### src/rtl/spim_pkg.sv
package spim_pkg;
    localparam int WORD_W = 8;
    localparam int LEN_W  = $clog2(WORD_W);
    localparam int RATE_W = 6;
    localparam int THR_W  = 3;

    localparam logic [2:0] A_CFG  = 3'd0;
    localparam logic [2:0] A_CTRL = 3'd1;
    localparam logic [2:0] A_STAT = 3'd2;
    localparam logic [2:0] A_EVT  = 3'd3;
    localparam logic [2:0] A_MASK = 3'd4;
    localparam logic [2:0] A_DATA = 3'd5;

    localparam int EV_DONE = 0;
    localparam int EV_RXOV = 1;
    localparam int EV_TXUN = 2;
    localparam int EV_MULT = 3;
    localparam int EV_TXRQ = 4;
    localparam int EV_RXRQ = 5;
    localparam int EV_W    = 6;

    localparam int LAST_BIT = 8;

    typedef struct packed {
        logic [THR_W-1:0]  rx_thr_m1;
        logic [THR_W-1:0]  tx_thr_m1;
        logic [LEN_W-1:0]  len_m1;
        logic [RATE_W-1:0] rate;
        logic              cpha;
        logic              cpol;
        logic              dma_off;
        logic              enable;
    } cfg_t;

    localparam int CFG_W = $bits(cfg_t);

    typedef enum logic [1:0] {
        SH_IDLE  = 2'd0,
        SH_FETCH = 2'd1,
        SH_RUN   = 2'd2
    } sh_state_e;

    function automatic logic [WORD_W-1:0] word_mask(input logic [LEN_W-1:0] len_m1);
        return {WORD_W{1'b1}} >> (WORD_W - 1 - int'(len_m1));
    endfunction
endpackage

### src/rtl/spim_fifo.sv
module spim_fifo #(
    parameter int W     = 9,
    parameter int DEPTH = 8
) (
    input  logic                       clk,
    input  logic                       rst,
    input  logic                       clr,
    input  logic                       push,
    input  logic                       pop,
    input  logic [W-1:0]               din,
    output logic [W-1:0]               dout,
    output logic [$clog2(DEPTH):0]     count,
    output logic                       full,
    output logic                       empty
);
    localparam int AW = $clog2(DEPTH);
    localparam int CW = AW + 1;

    logic [W-1:0]  mem [DEPTH];
    logic [AW-1:0] wr_ptr, rd_ptr;
    logic [CW-1:0] cnt;
    logic          do_push, do_pop;

    assign full    = (cnt == CW'(DEPTH));
    assign empty   = (cnt == '0);
    assign do_push = push && !full;
    assign do_pop  = pop && !empty;
    assign dout    = mem[rd_ptr];
    assign count   = cnt;

    always_ff @(posedge clk) begin
        if (do_push && !clr) mem[wr_ptr] <= din;
    end

    always_ff @(posedge clk) begin
        if (rst || clr) begin
            wr_ptr <= '0;
            rd_ptr <= '0;
            cnt    <= '0;
        end else begin
            if (do_push) wr_ptr <= wr_ptr + AW'(1);
            if (do_pop)  rd_ptr <= rd_ptr + AW'(1);
            case ({do_push, do_pop})
                2'b10:   cnt <= cnt + CW'(1);
                2'b01:   cnt <= cnt - CW'(1);
                default: cnt <= cnt;
            endcase
        end
    end

    assert_fifo_bound_R13: assert property (@(posedge clk) disable iff (rst)
        cnt <= CW'(DEPTH));

    assert_full_hold_R13: assert property (@(posedge clk) disable iff (rst)
        (full && push && !pop && !clr) |=> full);
endmodule

### src/rtl/spim_divider.sv
module spim_divider #(
    parameter int RW = 6
) (
    input  logic          clk,
    input  logic          rst,
    input  logic          run,
    input  logic [RW-1:0] rate,
    output logic          tick
);
    localparam int CW = RW + 1;

    logic [CW-1:0] cnt;
    logic [CW-1:0] lim;

    assign lim  = {rate, 1'b1};
    assign tick = run && (cnt == lim);

    always_ff @(posedge clk) begin
        if (rst || !run) cnt <= '0;
        else if (tick)   cnt <= '0;
        else             cnt <= cnt + CW'(1);
    end
endmodule

### src/rtl/spim_shifter.sv
module spim_shifter
    import spim_pkg::*;
(
    input  logic              clk,
    input  logic              rst,
    input  logic              cpol,
    input  logic              cpha,
    input  logic [LEN_W-1:0]  len_m1,
    input  logic [RATE_W-1:0] rate,
    input  logic              start,
    input  logic              abort,
    input  logic              tx_avail,
    input  logic [WORD_W-1:0] tx_data,
    input  logic              tx_last,
    output logic              tx_pop,
    output logic              rx_push,
    output logic [WORD_W-1:0] rx_word,
    output logic              done,
    output logic              under,
    output logic              busy,
    output logic              sclk,
    output logic              mosi,
    input  logic              miso
);
    localparam int EW = LEN_W + 1;

    sh_state_e         state;
    logic [WORD_W-1:0] sreg, rx_q, rx_next;
    logic [EW-1:0]     edge_q, last_edge;
    logic              cur_last, starved, sclk_r, tick;
    logic              sample_now, shift_now, word_end;

    spim_divider #(.RW(RATE_W)) u_div (
        .clk  (clk),
        .rst  (rst),
        .run  (state == SH_RUN),
        .rate (rate),
        .tick (tick)
    );

    always_comb begin
        last_edge  = {len_m1, 1'b1};
        sample_now = tick && (cpha ? edge_q[0] : !edge_q[0]);
        shift_now  = tick && (cpha ? (!edge_q[0] && edge_q != '0) : edge_q[0]);
        rx_next    = sample_now ? {rx_q[WORD_W-2:0], miso} : rx_q;
        word_end   = (state == SH_RUN) && tick && (edge_q == last_edge);
    end

    assign rx_push = word_end && !abort;
    assign rx_word = rx_next & word_mask(len_m1);
    assign done    = word_end && cur_last && !abort;
    assign tx_pop  = (state == SH_FETCH) && tx_avail && !abort;
    assign under   = (state == SH_FETCH) && !tx_avail && !starved && !abort;
    assign busy    = (state != SH_IDLE);
    assign sclk    = sclk_r;
    assign mosi    = sreg[len_m1];

    always_ff @(posedge clk) begin
        if (rst) begin
            state    <= SH_IDLE;
            sreg     <= '0;
            rx_q     <= '0;
            edge_q   <= '0;
            cur_last <= 1'b0;
            starved  <= 1'b0;
            sclk_r   <= 1'b0;
        end else if (abort) begin
            state  <= SH_IDLE;
            sclk_r <= cpol;
        end else begin
            case (state)
                SH_IDLE: begin
                    sclk_r <= cpol;
                    if (start) begin
                        state   <= SH_FETCH;
                        starved <= 1'b0;
                    end
                end
                SH_FETCH: begin
                    if (tx_avail) begin
                        sreg     <= tx_data;
                        cur_last <= tx_last;
                        edge_q   <= '0;
                        rx_q     <= '0;
                        starved  <= 1'b0;
                        sclk_r   <= cpol;
                        state    <= SH_RUN;
                    end else if (under) begin
                        starved <= 1'b1;
                    end
                end
                SH_RUN: begin
                    if (tick) begin
                        sclk_r <= ~sclk_r;
                        rx_q   <= rx_next;
                        if (shift_now) sreg <= sreg << 1;
                        if (word_end) state <= cur_last ? SH_IDLE : SH_FETCH;
                        else          edge_q <= edge_q + EW'(1);
                    end
                end
                default: state <= SH_IDLE;
            endcase
        end
    end

    assert_idle_level_R2: assert property (@(posedge clk) disable iff (rst)
        (state == SH_IDLE && $past(state) == SH_IDLE && $stable(cpol) && !$past(rst))
            |-> sclk == cpol);

    assert_sclk_only_on_tick_R1: assert property (@(posedge clk) disable iff (rst)
        (state == SH_RUN && !tick && !abort) |=> $stable(sclk));
endmodule

### src/rtl/spim_ctrl.sv
module spim_ctrl
    import spim_pkg::*;
#(
    parameter int FIFO_DEPTH = 8
) (
    input  logic        clk,
    input  logic        rst,
    input  logic        bus_sel,
    input  logic        bus_wr,
    input  logic [2:0]  bus_addr,
    input  logic [31:0] bus_wdata,
    output logic [31:0] bus_rdata,
    output logic        sclk,
    output logic        mosi,
    input  logic        miso,
    input  logic        ss_in_n,
    output logic        irq
);
    localparam int CW = $clog2(FIFO_DEPTH) + 1;

    cfg_t              cfg_q;
    logic [EV_W-1:0]   ev_q, ev_set, mask_q;
    logic              ready_q;

    logic wr_cfg, wr_ctrl, wr_evt, wr_mask, wr_data, rd_data;
    logic start_cmd, mm_hit, abort;

    logic [WORD_W:0]   txf_dout;
    logic [CW-1:0]     txf_cnt, rxf_cnt, tx_free, tx_thr, rx_thr;
    logic              txf_full, txf_empty, txf_pop;
    logic [WORD_W-1:0] rxf_dout, sh_rx_word;
    logic              rxf_full, rxf_empty;
    logic              sh_rx_push, sh_done, sh_under, sh_busy;

    always_comb begin
        wr_cfg  = bus_sel && bus_wr && (bus_addr == A_CFG);
        wr_ctrl = bus_sel && bus_wr && (bus_addr == A_CTRL);
        wr_evt  = bus_sel && bus_wr && (bus_addr == A_EVT);
        wr_mask = bus_sel && bus_wr && (bus_addr == A_MASK);
        wr_data = bus_sel && bus_wr && (bus_addr == A_DATA);
        rd_data = bus_sel && !bus_wr && (bus_addr == A_DATA);
        start_cmd = wr_ctrl && bus_wdata[2] && cfg_q.enable;
        mm_hit    = cfg_q.enable && !ss_in_n;
        abort     = !cfg_q.enable || mm_hit;
        tx_free   = CW'(FIFO_DEPTH) - txf_cnt;
        tx_thr    = CW'(cfg_q.tx_thr_m1) + CW'(1);
        rx_thr    = CW'(cfg_q.rx_thr_m1) + CW'(1);
        ev_set = '0;
        ev_set[EV_DONE] = sh_done;
        ev_set[EV_RXOV] = sh_rx_push && rxf_full;
        ev_set[EV_TXUN] = sh_under;
        ev_set[EV_MULT] = mm_hit;
        ev_set[EV_TXRQ] = cfg_q.enable && (tx_free >= tx_thr);
        ev_set[EV_RXRQ] = (rxf_cnt >= rx_thr);
    end

    assign irq = |(ev_q & ~mask_q);

    always_ff @(posedge clk) begin
        if (rst) begin
            cfg_q   <= '0;
            ev_q    <= '0;
            mask_q  <= '1;
            ready_q <= 1'b0;
        end else begin
            if (wr_cfg)  cfg_q  <= cfg_t'(bus_wdata[CFG_W-1:0]);
            if (wr_mask) mask_q <= bus_wdata[EV_W-1:0];
            ev_q    <= (ev_q & ~(wr_evt ? bus_wdata[EV_W-1:0] : '0)) | ev_set;
            ready_q <= cfg_q.enable;
        end
    end

    spim_fifo #(.W(WORD_W + 1), .DEPTH(FIFO_DEPTH)) u_txf (
        .clk   (clk),
        .rst   (rst),
        .clr   (wr_ctrl && bus_wdata[1]),
        .push  (wr_data),
        .pop   (txf_pop),
        .din   ({bus_wdata[LAST_BIT], bus_wdata[WORD_W-1:0]}),
        .dout  (txf_dout),
        .count (txf_cnt),
        .full  (txf_full),
        .empty (txf_empty)
    );

    spim_fifo #(.W(WORD_W), .DEPTH(FIFO_DEPTH)) u_rxf (
        .clk   (clk),
        .rst   (rst),
        .clr   (wr_ctrl && bus_wdata[0]),
        .push  (sh_rx_push),
        .pop   (rd_data),
        .din   (sh_rx_word),
        .dout  (rxf_dout),
        .count (rxf_cnt),
        .full  (rxf_full),
        .empty (rxf_empty)
    );

    spim_shifter u_sh (
        .clk      (clk),
        .rst      (rst),
        .cpol     (cfg_q.cpol),
        .cpha     (cfg_q.cpha),
        .len_m1   (cfg_q.len_m1),
        .rate     (cfg_q.rate),
        .start    (start_cmd),
        .abort    (abort),
        .tx_avail (!txf_empty),
        .tx_data  (txf_dout[WORD_W-1:0]),
        .tx_last  (txf_dout[WORD_W]),
        .tx_pop   (txf_pop),
        .rx_push  (sh_rx_push),
        .rx_word  (sh_rx_word),
        .done     (sh_done),
        .under    (sh_under),
        .busy     (sh_busy),
        .sclk     (sclk),
        .mosi     (mosi),
        .miso     (miso)
    );

    always_comb begin
        case (bus_addr)
            A_CFG:   bus_rdata = 32'(cfg_q);
            A_STAT:  bus_rdata = {28'd0, irq, rxf_empty, txf_full, ready_q};
            A_EVT:   bus_rdata = 32'(ev_q);
            A_MASK:  bus_rdata = 32'(mask_q);
            A_DATA:  bus_rdata = rxf_empty ? 32'd0 : 32'(rxf_dout);
            default: bus_rdata = 32'd0;
        endcase
    end

    assert_done_clear_R7: assert property (@(posedge clk) disable iff (rst)
        (wr_evt && bus_wdata[EV_DONE] && !sh_done) |=> !ev_q[EV_DONE]);

    assert_mm_abort_R10: assert property (@(posedge clk) disable iff (rst)
        mm_hit |=> !sh_busy);

    assert_overflow_flag_R9: assert property (@(posedge clk) disable iff (rst)
        (sh_rx_push && rxf_full) |=> ev_q[EV_RXOV]);

    assert_no_pop_when_idle_R8: assert property (@(posedge clk) disable iff (rst)
        (!sh_busy) |-> !txf_pop);
endmodule

### config.mk
export PLATFORM = sky130hd
export DESIGN_NAME = spim_ctrl
export DESIGN_NICKNAME = d
export VERILOG_FILES = /design/src/rtl/spim_pkg.sv /design/src/rtl/spim_fifo.sv /design/src/rtl/spim_divider.sv /design/src/rtl/spim_shifter.sv /design/src/rtl/spim_ctrl.sv
export SDC_FILE = /design/constraint.sdc
export NUM_CORES = 1
export LEC_CHECK = 0
export ABC_AREA = 0
export BUFFER_PORTS_ARGS = -buffer_cell sky130_fd_sc_hd__buf_2
export CAP_MARGIN = 15
export CORE_MARGIN = 8
export CORE_UTILIZATION = 65
export DETAILED_ROUTE_END_ITERATION = 8
export GPL_TIMING_DRIVEN = 0
export PLACE_DENSITY = 0.87
export SYNTH_ARGS = -nofsm -noshare
export SYNTH_HDL_FRONTEND = slang
export SYNTH_SLANG_ARGS = --single-unit
### constraint.sdc
create_clock -name clk -period 4.7 [get_ports clk]
set_input_delay 0.47 -clock clk [delete_from_list [all_inputs] [get_ports clk]]
set_output_delay 0.47 -clock clk [all_outputs]
set_load 0.005 [all_outputs]
==> impl_metrics.tcl <==
set metrics [dict create \
    status "finished, final reports clean" \
    r2r-start "u_sh.state[0]" \
    fin_area_sq_um 11600 \
    r2r_slack_ns 1.01 \
    clock_path_buffers 3 \
    cp-end-kind "flop" \
    area_growth_pct 14.3 \
    htree_levels 1 \
    skew_ns 0.0136 \
    detailed_place_hpwl_um 17400 \
    rows 45 \
    synth.distinct_cells 61 \
    drt-total-wl_um 26400 \
    layout.nets 1001 \
    first_pass_iters 8 \
    postSynth.asyncResetShare 0 \
    power_frac_clock 0.472 \
    start_kind "flop" \
    first_iter_violations 859 \
    die_y_um 141 \
    portBuffers 48 \
    cp.arrival_ns 3.91 \
    cp.required_ns 4.92 \
    antenna-diode-count 0 \
    vias_per_cell 6.37 \
    power.density_nw_per_um2 360 \
    cts_buffers 24 \
    antenna_found_initial 0 \
    switching_share 0.204 \
    synth_top_area_cell "edfxtp_1" \
    cts_setup_buffers 0 \
    crit_type "flop to flop" \
    drv_cap 0 \
    post_drt_wl_per_cell_um 22.8 \
    fillers 871 \
    ys_ff_latch 226 \
    synth_common_cells "136 x edfxtp_1, 105 x nand2_1, 90 x dfxtp_1" \
    cts_tree "built" \
    clk_pin_slew_ns 0.06 \
    post-synth-top-count-cell "edfxtp_1" \
    netlist_area_sq_um 10200 \
    p_sw_uw 852 \
    yosysSeqAreaShare 0.579 \
    p_leak_uw 0.00415 \
    finalSetupTns_ns 0 \
    cts.repair.resized 0 \
    internal-power_uw 3330 \
    worst_slew_pin_slew_ns 1.32 \
    clk_root_buffer_cell "clkbuf_16" \
    startpoint "u_sh.state[0]" \
    grt_pass1_wl_um 40700 \
    hold_violations 0 \
    grt.total_usage 0.266 \
    relSlewSlack 0.109 \
    seq_power_share 0.502 \
    yosysWarnings 0 \
    clkLatencyLatePin_ns 0.52 \
    utilization 0.761 \
    path_max_fanout 8 \
    place_area_sq_um 10800 \
    place_congestion 0.922 \
    drc 0 \
    numClockSinks 226 \
    die-area_sq_um 19900 \
    hold_class "input pin to flop" \
    ys.flop_type "edfxtp_1" \
    drive_above_1_share 0.173 \
    core_area_sq_um 15300 \
    io_pins 76 \
    synthDominantCellAreaShare 0.402 \
    period_needed_ns 3.69 \
    setup_viol 0 \
    die_w_um 141 \
    synth_area_leaders "edfxtp_1 40%, dfxtp_1 18%, mux4_2 8.0%" \
    slew_viol_final 0 \
    vdd_drop_max_mv 0.440 \
    power_frac_comb 0.026 \
    postSynthCellCount 839 \
    hp-start "bus_wdata[16]" \
    overflow 0 \
    vias 7384 \
    grt_start_max_net_pins 15 \
    holdWs_ns 0.196 \
    fin_crit_sh 0.786 \
    fmax_mhz 271 \
    syn_avg_cell_area_sq_um 12.1 \
    postCtsHoldBufs 0 \
    synth_edf_count 136 \
    grt_pass1_vias 7376 \
    start_util 0.666 \
    ant_nets 0 \
    rsz0062_at_grt "false" \
]
-- power groups by stage --
stage	Clock (uW)	Sequential [uW]	Combinational, uW
floorplan	0	2140	56.9
global placement	0	2140	102
detailed placement	0	2140	104
CTS	1970	2100	106
global route	2050	2100	119
finish	1970	2100	110
-- area by class of cell --
class	instances	area (sq um)	share of cell area
clock inverter	10	143	0.0123
timing repair buffer	53	278	0.0239
clock buffer	34	691	0.0595
inverter	31	116	0.0100
buffer	58	279	0.0240
multi-input combinational	536	3960	0.341
sequential	226	5890	0.507
tap	211	264	0.0227
-- path summary, 6_finish.rpt --
check,cells after the start,endpoint
max,8,u_rxf.mem[4][0]
min,3,cfg_q[16]
max reg2reg,8,u_rxf.mem[4][0]
min reg2reg,1,ev_q[2]
-- stage by stage --
step | total power (uW) | std cells | worst slack [ns]
after global placement | 2240 | 1110 | 0.553
after floorplan | 2190 | 851 | 1.75
final | 4180 | 1159 | 1.01
after detailed placement | 2240 | 1115 | 1.32
after global routing | 4260 | 1159 | 0.843
after CTS | 4170 | 1159 | 1.17
-- critical path, cell delays in order, from the launching register on --
cell	delay [ns]
dfxtp_1	0.35
inv_1	0.12
ha_1	0.17
clkbuf_1	0.35
inv_1	0.24
nor3_1	0.70
nand4_1	0.35
nor3_1	0.82
buf_4	0.29
-- layer usage --
metal	share of wire	up-vias	wire, um	track usage
met5	0	-	0	0.00787
met4	0.045	0	1190	0.126
met3	0.099	109	2620	0.0527
met2	0.47	531	12500	0.433
met1	0.38	3514	10100	0.336
li1	-	3230	-	-
-- sequential cells by signal, summed over array words and instances, names as in the netlist, 4 cells and up, named ones only --
| signal | cells |
|---|---|
| u_sh.u_div.cnt | 7 |
| u_sh.rx_q | 8 |
| u_sh.edge_q | 4 |
| mask_q | 6 |
| u_txf.mem | 72 |
| u_rxf.mem | 64 |
| u_rxf.count | 4 |
| u_sh.sreg | 8 |
| ev_q | 6 |
| cfg_q | 19 |
| u_txf.count | 4 |
-- cells in the final DEF (no fill, tap or decap), drive strengths merged, types with 3 or more instances in the layout --
cell type / count
or3: 5
mux2i: 32
and4: 3
nand2b: 5
nor3: 15
nor2b: 7
and3: 5
xor2: 13
and2: 12
o21ai: 23
inv: 31
a21o: 6
nor2: 49
bufinv: 3
edfxtp: 136
dfxtp: 90
nor4: 4
ha: 28
or4: 4
clkbuf: 68
a21oi: 55
conb: 13
xnor2: 19
buf: 77
nand4: 7
nand2: 105
mux4: 36
o22a: 8
o211ai: 10
o221ai: 6
a31oi: 5
o22ai: 3
clkinv: 5
nand3: 28
-- logic make-up after synthesis --
logic type                 Yosys count  synth area share
buffers and inverters               89            0.0389
muxes                               69             0.112
xor gates and xnor gates            32            0.0276
and+or+nand+nor                    260             0.122
DFF                                226             0.579
adders and majority gates           30            0.0384
other                                1          0.000369
AOI/OAI and AO/OA                  132            0.0812
No activity file was read; power rests on OpenSTA's default activity.
